## src/rtl/dram_share_pkg.sv

```systemverilog
package dram_share_pkg;

  localparam int ADDR_W = 16;
  localparam int MUX_W  = 8;

  typedef enum logic [3:0] {
    S_IDLE,
    S_DSET,
    S_DRAS,
    S_DCOLA,
    S_DCOLB,
    S_DPRE,
    S_CROW,
    S_CRAS,
    S_CCOL,
    S_CCAS,
    S_CPRE
  } seq_state_t;

  // Row half: bits chosen so that the low long-word index bits land in the row.
  function automatic logic [MUX_W-1:0] row_of(input logic [ADDR_W-1:0] a);
    logic [MUX_W-1:0] r;
    r[0] = a[2];
    r[1] = a[3];
    r[2] = a[4];
    r[3] = a[7];
    r[4] = a[8];
    r[5] = a[9];
    r[6] = a[10];
    r[7] = a[11];
    return r;
  endfunction

  // Column half: byte-in-word bits plus the slowly changing high bits.
  function automatic logic [MUX_W-1:0] col_of(input logic [ADDR_W-1:0] a);
    logic [MUX_W-1:0] c;
    c[0] = a[0];
    c[1] = a[1];
    c[2] = a[5];
    c[3] = a[6];
    c[4] = a[12];
    c[5] = a[13];
    c[6] = a[14];
    c[7] = a[15];
    return c;
  endfunction

endpackage

```

## src/rtl/dram_fetch_ctr.sv

```systemverilog
module dram_fetch_ctr #(
  parameter int CNT_W = 13
) (
  input  logic             clk,
  input  logic             rst_n,
  input  logic             adv,
  output logic [CNT_W-1:0] word_idx
);

  always_ff @(posedge clk or negedge rst_n) begin
    if (!rst_n)   word_idx <= '0;
    else if (adv) word_idx <= word_idx + 1'b1;
  end

  AST_CNT_STEP: assert property (@(posedge clk) disable iff (!rst_n)
    adv |=> (word_idx == $past(word_idx) + 1'b1));

  AST_CNT_HOLD: assert property (@(posedge clk) disable iff (!rst_n)
    !adv |=> $stable(word_idx));

endmodule

```

## src/rtl/dram_addr_map.sv

```systemverilog
module dram_addr_map
  import dram_share_pkg::*;
(
  input  logic              drive,
  input  logic              col_phase,
  input  logic [ADDR_W-1:0] lin_addr,
  output logic [MUX_W-1:0]  mux_addr
);

  always_comb begin
    if (!drive)         mux_addr = '0;
    else if (col_phase) mux_addr = col_of(lin_addr);
    else                mux_addr = row_of(lin_addr);
  end

endmodule

```

## src/rtl/dram_seq_fsm.sv

```systemverilog
module dram_seq_fsm
  import dram_share_pkg::*;
#(
  parameter int DISP_BANK = 0,
  parameter int NBANK     = 2
) (
  input  logic             clk,
  input  logic             rst_n,
  input  logic             cpu_ds_n,
  input  logic             cpu_wr_n,
  input  logic             cpu_a17,
  input  logic             cpu_a16,
  input  logic             disp_req,
  output logic             ras_n,
  output logic [NBANK-1:0] cas_n,
  output logic             we_n,
  output logic             row_sel_n,
  output logic             vda,
  output logic             cpu_ack_n,
  output logic             col_phase,
  output logic [1:0]       col_idx,
  output logic             fetch_done,
  output logic             disp_byte_stb
);

  localparam int BANK_W = (NBANK > 1) ? $clog2(NBANK) : 1;

  seq_state_t  state, state_d;
  logic        pend, pend_d;
  logic [1:0]  col_q, col_d;
  logic [BANK_W-1:0] bank_q, bank_d;

  logic cpu_ram_req, cpu_io_req, disp_want;
  assign cpu_ram_req = !cpu_ds_n && cpu_a17;
  assign cpu_io_req  = !cpu_ds_n && !cpu_a17;
  assign disp_want   = disp_req || pend;

  always_comb begin
    state_d = state;
    case (state)
      S_IDLE:  if (disp_want)        state_d = S_DSET;
               else if (cpu_ram_req) state_d = S_CROW;
      S_DSET:  state_d = S_DRAS;
      S_DRAS:  state_d = S_DCOLA;
      S_DCOLA: state_d = S_DCOLB;
      S_DCOLB: state_d = (col_q == 2'd3) ? S_DPRE : S_DCOLA;
      S_DPRE:  state_d = S_IDLE;
      S_CROW:  state_d = S_CRAS;
      S_CRAS:  state_d = S_CCOL;
      S_CCOL:  state_d = S_CCAS;
      S_CCAS:  if (cpu_ds_n) state_d = S_CPRE;
      S_CPRE:  state_d = S_IDLE;
      default: state_d = S_IDLE;
    endcase
  end

  always_comb begin
    pend_d = pend || disp_req;
    if (state == S_IDLE) pend_d = 1'b0;
    col_d = col_q;
    if (state == S_DRAS)  col_d = 2'd0;
    if (state == S_DCOLB) col_d = col_q + 2'd1;
    bank_d = bank_q;
    if (state == S_IDLE && state_d == S_CROW) bank_d = BANK_W'(cpu_a16);
  end

  always_ff @(posedge clk or negedge rst_n) begin
    if (!rst_n) begin
      state  <= S_IDLE;
      pend   <= 1'b0;
      col_q  <= 2'd0;
      bank_q <= '0;
    end else begin
      state  <= state_d;
      pend   <= pend_d;
      col_q  <= col_d;
      bank_q <= bank_d;
    end
  end

  logic disp_state, cpu_state, ras_low;
  assign disp_state = (state inside {S_DSET, S_DRAS, S_DCOLA, S_DCOLB, S_DPRE});
  assign cpu_state  = (state inside {S_CROW, S_CRAS, S_CCOL, S_CCAS, S_CPRE});
  assign ras_low    = (state inside {S_DRAS, S_DCOLA, S_DCOLB, S_CRAS, S_CCOL, S_CCAS});

  always_comb begin
    ras_n         = !ras_low;
    cas_n         = '1;
    we_n          = 1'b1;
    vda           = disp_state;
    cpu_ack_n     = 1'b1;
    col_phase     = (state == S_DCOLA) || (state == S_DCOLB);
    col_idx       = col_q;
    fetch_done    = (state == S_DPRE);
    disp_byte_stb = (state == S_DCOLB);
    if (state == S_DCOLB) cas_n[DISP_BANK] = 1'b0;
    if (state == S_CCAS) begin
      cas_n[bank_q] = 1'b0;
      we_n          = cpu_wr_n;
      cpu_ack_n     = 1'b0;
    end
    if (cpu_state)         row_sel_n = !(state == S_CROW || state == S_CRAS);
    else if (disp_state)   row_sel_n = 1'b0;
    else                   row_sel_n = cpu_io_req;
  end

  AST_CAS_ONEHOT: assert property (@(posedge clk) disable iff (!rst_n)
    $onehot0(~cas_n));

  AST_CAS_UNDER_RAS: assert property (@(posedge clk) disable iff (!rst_n)
    (cas_n != '1) |-> !ras_n);

  AST_DISP_READ_ONLY: assert property (@(posedge clk) disable iff (!rst_n)
    vda |-> we_n);

  AST_DISP_NO_ACK: assert property (@(posedge clk) disable iff (!rst_n)
    vda |-> cpu_ack_n);

  AST_ACK_HOLD: assert property (@(posedge clk) disable iff (!rst_n)
    (!cpu_ack_n && !cpu_ds_n) |=> !cpu_ack_n);

  AST_IO_NO_ACK: assert property (@(posedge clk) disable iff (!rst_n)
    (cpu_io_req && !cpu_state) |-> cpu_ack_n);

endmodule

```

## src/rtl/dram_share_seq.sv

```systemverilog
module dram_share_seq
  import dram_share_pkg::*;
#(
  parameter int DISP_BANK = 0
) (
  input  logic       clk,
  input  logic       rst_n,
  input  logic       cpu_ds_n,
  input  logic       cpu_wr_n,
  input  logic       cpu_a17,
  input  logic       cpu_a16,
  input  logic       scr_sel,
  input  logic       disp_req,
  output logic [7:0] dram_addr,
  output logic       ras_n,
  output logic [1:0] cas_n,
  output logic       we_n,
  output logic       row_sel_n,
  output logic       vda,
  output logic       cpu_ack_n,
  output logic       disp_byte_stb,
  output logic [1:0] disp_byte_idx
);

  localparam int CNT_W = ADDR_W - 3;  // long words below the screen-select bit
  localparam int NBANK = 2;

  logic             col_phase, fetch_done;
  logic [1:0]       col_idx;
  logic [CNT_W-1:0] word_idx;
  logic [ADDR_W-1:0] fetch_addr;

  assign fetch_addr    = {scr_sel, word_idx, col_idx};
  assign disp_byte_idx = col_idx;

  dram_seq_fsm #(.DISP_BANK(DISP_BANK), .NBANK(NBANK)) u_fsm (
    .clk          (clk),
    .rst_n        (rst_n),
    .cpu_ds_n     (cpu_ds_n),
    .cpu_wr_n     (cpu_wr_n),
    .cpu_a17      (cpu_a17),
    .cpu_a16      (cpu_a16),
    .disp_req     (disp_req),
    .ras_n        (ras_n),
    .cas_n        (cas_n),
    .we_n         (we_n),
    .row_sel_n    (row_sel_n),
    .vda          (vda),
    .cpu_ack_n    (cpu_ack_n),
    .col_phase    (col_phase),
    .col_idx      (col_idx),
    .fetch_done   (fetch_done),
    .disp_byte_stb(disp_byte_stb)
  );

  dram_fetch_ctr #(.CNT_W(CNT_W)) u_ctr (
    .clk     (clk),
    .rst_n   (rst_n),
    .adv     (fetch_done),
    .word_idx(word_idx)
  );

  dram_addr_map u_map (
    .drive    (vda),
    .col_phase(col_phase),
    .lin_addr (fetch_addr),
    .mux_addr (dram_addr)
  );

  AST_ROW_HELD_IN_PAGE: assert property (@(posedge clk) disable iff (!rst_n)
    (vda && !ras_n && !$past(ras_n) && $past(vda)) |-> $stable(word_idx));

endmodule

```

## config.mk

```make
export PLATFORM = sky130hd
export DESIGN_NAME = dram_share_seq
export DESIGN_NICKNAME = d
export VERILOG_FILES = /design/src/rtl/dram_share_pkg.sv /design/src/rtl/dram_fetch_ctr.sv /design/src/rtl/dram_addr_map.sv /design/src/rtl/dram_seq_fsm.sv /design/src/rtl/dram_share_seq.sv
export SDC_FILE = /design/constraint.sdc
export NUM_CORES = 1
export LEC_CHECK = 0
export ABC_AREA = 0
export ABC_CLOCK_PERIOD_IN_PS = 1800
export BUFFER_PORTS_ARGS = -buffer_cell sky130_fd_sc_hd__buf_2
export CAP_MARGIN = 0
export CORE_ASPECT_RATIO = 0.5
export CORE_MARGIN = 2
export CORE_UTILIZATION = 49
export CTS_CLUSTER_SIZE = 10
export DETAILED_ROUTE_END_ITERATION = 8
export PLACE_DENSITY = 0.75
export SLEW_MARGIN = 10
export SYNTH_ARGS = -nofsm -noshare
export SYNTH_HDL_FRONTEND = slang
export SYNTH_SLANG_ARGS = --single-unit
```

## constraint.sdc

```tcl
create_clock -name clk -period 1.8 [get_ports clk]
set_clock_uncertainty 0.15 [all_clocks]
set_input_delay 0.36 -clock clk [delete_from_list [all_inputs] [get_ports clk]]
set_output_delay 0.36 -clock clk [all_outputs]
set_load 0.03 [all_outputs]
```

==> results.json, run 1 <==
{
  "place_hpwl_um": 2800,
  "synthDistinctLibCells": 39,
  "root_buffer": "clkbuf_8",
  "lastStage": "global routing (5_1_grt)",
  "worstEndpointType": "output port",
  "die_w_um": 79.2,
  "ys_ff_latch": 21,
  "placedInstanceArea_sq_um": 1980,
  "yosysTopAreaCell": "dfrtp_1",
  "syn_area_sq_um": 1390,
  "htree_levels": 1,
  "rows": 13,
  "cts_buffers": 3,
  "initial_utilization_pct": 52.6,
  "synth_edf_count": 0,
  "io-pin-count": 26,
  "synth_ff_type": "dfrtp_1",
  "grt_max_degree": 23,
  "syn_area_per_cell_sq_um": 8.94,
  "yosys_warnings": 0,
  "clock-sinks": 21,
  "synth_cells": 155,
  "antenna_found_initial": 0,
  "yosys-top-cells-area": "dfrtp_1 (38%), a221oi_1 (5.1%), xnor2_1 (5.1%)",
  "first-error": "[ERROR DPL-0033] detailed placement checks failed during check placement.",
  "portBuffers": 25,
  "yosys.area.top_type_share_pct": 37.9,
  "seq_area_frac_synth_pct": 37.9,
  "status": "did not finish",
  "cts_buffer_depth": 2,
  "crit_endpoint": "dram_addr[6]",
  "die_h_um": 41.6,
  "place.gp.congestion": 0.821,
  "syn_nets": 165,
  "synthArstFlopShare_pct": 100
}
[repair_timing]
| action | CTS |
|---|---|
| buffers inserted | 2 |
| gates cloned | 1 |
| pin swaps | 18 |
| hold endpoints to repair | 21 |
| setup endpoints to repair | 18 |
| hold buffers | 1 |
| resized for setup | 66 |
[logic make-up after synthesis]
logic type      count (synthesis)  share of synthesized area, %
mux                             3                          2.62
compound gates                 39                          19.4
flops                          21                          37.9
fa+ha+maj                       2                          1.81
simple gates                   61                          25.2
buf+inv                        17                          5.42
xor+xnor                       12                          7.59
[cell usage after synthesis (all sizes together) (2+ instances only)]
master	number
a221oi	9
nand3	3
clkbuf	8
nor4	3
dfrtp	21
inv	5
buf	4
xor2	4
o21ai	7
mux2	2
nand2b	4
nor2b	7
nor2	13
xnor2	8
ha	2
a21oi	9
nor3b	3
a211oi	7
nand4	5
nand2	16
nor3	2
o22ai	2
[per-stage QoR]
| step | instances | worst slack [ns] | util [%] | setup TNS, ns | hold WS [ns] |
|---|---|---|---|---|---|
| after CTS | 248 | -0.267 | 88.3 | -3.91 | 0.179 |
| after global placement | 240 | -0.126 | 75.2 | -0.906 | 0.197 |
| after detailed placement | 240 | -0.174 | 75.2 | -1.65 | 0.198 |
| after floorplan | 155 | -0.0698 | - | -0.153 | -0.0856 |
==> run 2, diff against run 1 <==
--- a/config.mk
+++ b/config.mk
@@ -6,15 +6,13 @@
 export NUM_CORES = 1
 export LEC_CHECK = 0
 export ABC_AREA = 0
-export ABC_CLOCK_PERIOD_IN_PS = 1800
+export ABC_CLOCK_PERIOD_IN_PS = 2350
 export BUFFER_PORTS_ARGS = -buffer_cell sky130_fd_sc_hd__buf_2
 export CAP_MARGIN = 0
-export CORE_ASPECT_RATIO = 0.5
 export CORE_MARGIN = 2
-export CORE_UTILIZATION = 49
-export CTS_CLUSTER_SIZE = 10
+export CORE_UTILIZATION = 35
 export DETAILED_ROUTE_END_ITERATION = 8
-export PLACE_DENSITY = 0.75
+export PLACE_DENSITY_LB_ADDON = 0.15
 export SLEW_MARGIN = 10
 export SYNTH_ARGS = -nofsm -noshare
 export SYNTH_HDL_FRONTEND = slang
==> constraint.sdc (replaced) <==
create_clock -name clk -period 2.35 [get_ports clk]
set_clock_uncertainty 0.15 [all_clocks]
set_input_delay 0.47 -clock clk [delete_from_list [all_inputs] [get_ports clk]]
set_output_delay 0.47 -clock clk [all_outputs]
set_load 0.03 [all_outputs]
==> results.json, run 2 <==
{
  "synthDistinctLibCells": 39,
  "viasPerCell": 5.38,
  "largest_reg_flops": 13,
  "syn_area_per_cell_sq_um": 8.94,
  "routed.top_layer": "met4",
  "cts_buffer_depth": 2,
  "finalMaxSlewViolations": 0,
  "status": "finished, final reports clean",
  "p_int_w": 0.00113,
  "finalSetupTns_ns": 0,
  "die_h_um": 66.9,
  "layout.nets": 193,
  "synth-compound-area-share_pct": 19.4,
  "cpPeakStageDelay_ns": 0.46,
  "worstPathArrival_ns": 1.65,
  "setup_violations": 0,
  "vias": 1237,
  "tightestPinTransition_ns": 0.482,
  "hold_violations": 0,
  "core-area_sq_um": 3740,
  "synth_top_family_by_area": "simple AND/OR/NAND/NOR gates",
  "htree_levels": 1,
  "syn_area_sq_um": 1390,
  "synth_adder_area_share_pct": 1.81,
  "post-cts-setup-buffer-count": 0,
  "p_leak_nw": 0.729,
  "synth.most_common_cell": "dfrtp_1",
  "whs_ns": 0.00900,
  "clockPowerShare_pct": 10.6,
  "crit_family": "flip-flops",
  "swShare_pct": 50.1,
  "hold_path_class": "primary input to async pin",
  "layout_common_cells": "buf_2 (24), dfrtp_1 (19), nand2_1 (15)",
  "antenna_found_initial": 0,
  "met3_length_um": 120,
  "rows": 22,
  "cp_cell_sequence": "nor2b_1, buf_6, a221oi_1, a311oi_2, buf_4",
  "period_share_pct": 96.6,
  "worstSetupPathType": "register to output pin",
  "ys_ff_latch": 21,
  "irDropWorstVdd_v": 0.000792,
  "cts_buffers": 3,
  "synth_edf_count": 0,
  "die_w_um": 66.9,
  "pwr_density_cell_nw_per_um2": 1300,
  "wire_per_inst_um": 14.1,
  "syn2layout_area_growth_pct": 25.0,
  "synthTopCellsByCount": "dfrtp_1 (21), nand2_1 (15), nor2_1 (13)",
  "tritoncts": "yes",
  "layout_commonest_cell": "buf_2",
  "portBuffers": 25,
  "initial_utilization_pct": 37.0,
  "clock-sinks": 21,
  "synthMuxAreaShare_pct": 2.62,
  "place.gp.congestion": 0.764,
  "dp_slack_ns": 0.271,
  "yosys_warnings": 0,
  "clkTransAtPathRegs_ns": 0.08,
  "maxCapViolCount": 0,
  "drtIter0Drc": 77,
  "drcViolationCount": 0,
  "slew_headroom_pct": 67.9,
  "synthArstFlopShare_pct": 100,
  "power_frac_comb_pct": 64.2,
  "grt_overflow": 0,
  "track_usage_pct": 16.2,
  "grt_pass1_wl_um": 5490,
  "synth_ff_type": "dfrtp_1",
  "yosys.area.top_type_share_pct": 37.9,
  "routed_wl_um": 3250,
  "synth_cells": 155,
  "syn_nets": 165,
  "fmax_mhz": 440,
  "p_seq_share_pct": 25.1,
  "crit_fanout": 15,
  "root_buffer": "clkbuf_8",
  "drive_above_1_share_pct": 33.5,
  "worst_slack_ns": 0.0794,
  "start_kind": "register",
  "place_hpwl_um": 2360,
  "finalPower_w": 0.00226,
  "drtAntennaViolNets": 0,
  "insertion_delay_ns": 0.26,
  "yosys-top-cells-area": "dfrtp_1 (38%), a221oi_1 (5.1%), xnor2_1 (5.1%)",
  "path_buf_inv": 2,
  "grt_max_degree": 31,
  "end_kind": "output pin",
  "min_period_ns": 2.27,
  "yosysTopAreaCell": "dfrtp_1",
  "wl_met1_um": 1540,
  "dr_wl_met2_um": 1570,
  "diodes": 0,
  "holdBufCountCts": 0,
  "top_register": "u_ctr.word_idx",
  "cp_data_required_time_ns": 1.73,
  "synthSimpleGateAreaFrac_pct": 25.2,
  "die_area_sq_um": 4480,
  "drt_pass1_iterations": 4,
  "p_sw_w": 0.00113,
  "cp_slowest_cell": "dfrtp_2",
  "synth-xor-area-share_pct": 7.59,
  "seq_area_frac_synth_pct": 37.9,
  "grt_pass1_vias": 1170,
  "ff2ff_setup_slack_ns": 0.25,
  "io-pin-count": 26
}
[run 2: area by class of cell]
cell class,count,area (sq um)
Tap cell,48,60.1
Clock buffer,4,45.0
Timing Repair Buffer,35,219
Sequential cell,21,528
Multi-Input combinational cell,117,861
Inverter,5,18.8
Fill cell,379,2010
[run 2: worst reg2reg max path, delay by kind of cell, from the launching register on]
family	cells	cell delay, ns
mux	1	0.30
buf+inv	1	0.20
simple gates	3	0.88
flops	1	0.46
[run 2: power by group through the flow]
stage          registers (W)  logic (W)  clock network, W
2_1_floorplan       0.000557    0.00104                 0
3_3_place_gp        0.000562    0.00140                 0
3_5_place_dp        0.000567    0.00142                 0
4_1_cts             0.000560    0.00142          0.000254
5_1_grt             0.000584    0.00156          0.000275
6_report            0.000568    0.00145          0.000240
[run 2: final timing paths]
check | to | start | cells after the start
max | dram_addr[0] | u_fsm.state[2] | 5
min | u_ctr.word_idx[8] | rst_n | 1
max reg2reg | u_fsm.bank_q | u_fsm.state[2] | 5
min reg2reg | u_ctr.word_idx[12] | u_ctr.word_idx[12] | 1
max in group asynchronous | u_fsm.state[2] | rst_n | 1
min in group clk | u_fsm.bank_q | cpu_a16 | 2
[run 2: kinds of logic after synthesis]
group,after synthesis
simple gates,61
xor+xnor,12
compound gates,39
fa+ha+maj,2
buf+inv,17
flops,21
mux,3
[run 2: per-stage QoR]
| step | cell area (sq um) | std cells | utilization [%] |
|---|---|---|---|
| floorplan | 1440 | 155 | - |
| detailed placement | 1650 | 226 | 44.2 |
| CTS | 1700 | 230 | 45.4 |
| finish | 1730 | 230 | 46.3 |
| global placement | 1650 | 226 | 44.2 |
| global route | 1730 | 230 | 46.3 |
[run 2: repair_timing]
item / CTS / global route
hold endpoints to repair: 0 / 0
endpoints found under the setup margin: 1 / 10
gates resized for setup: 0 / 9
[run 2: layer usage]
| layer | GRT usage, % | vias to the layer above |
|---|---|---|
| met2 | 26.8 | 18 |
| met4 | 3.06 | 0 |
| met5 | 0 | - |
| met1 | 21.5 | 600 |
| li1 | - | 614 |
| met3 | 4.05 | 5 |
No activity file was read; power rests on OpenSTA's default activity.
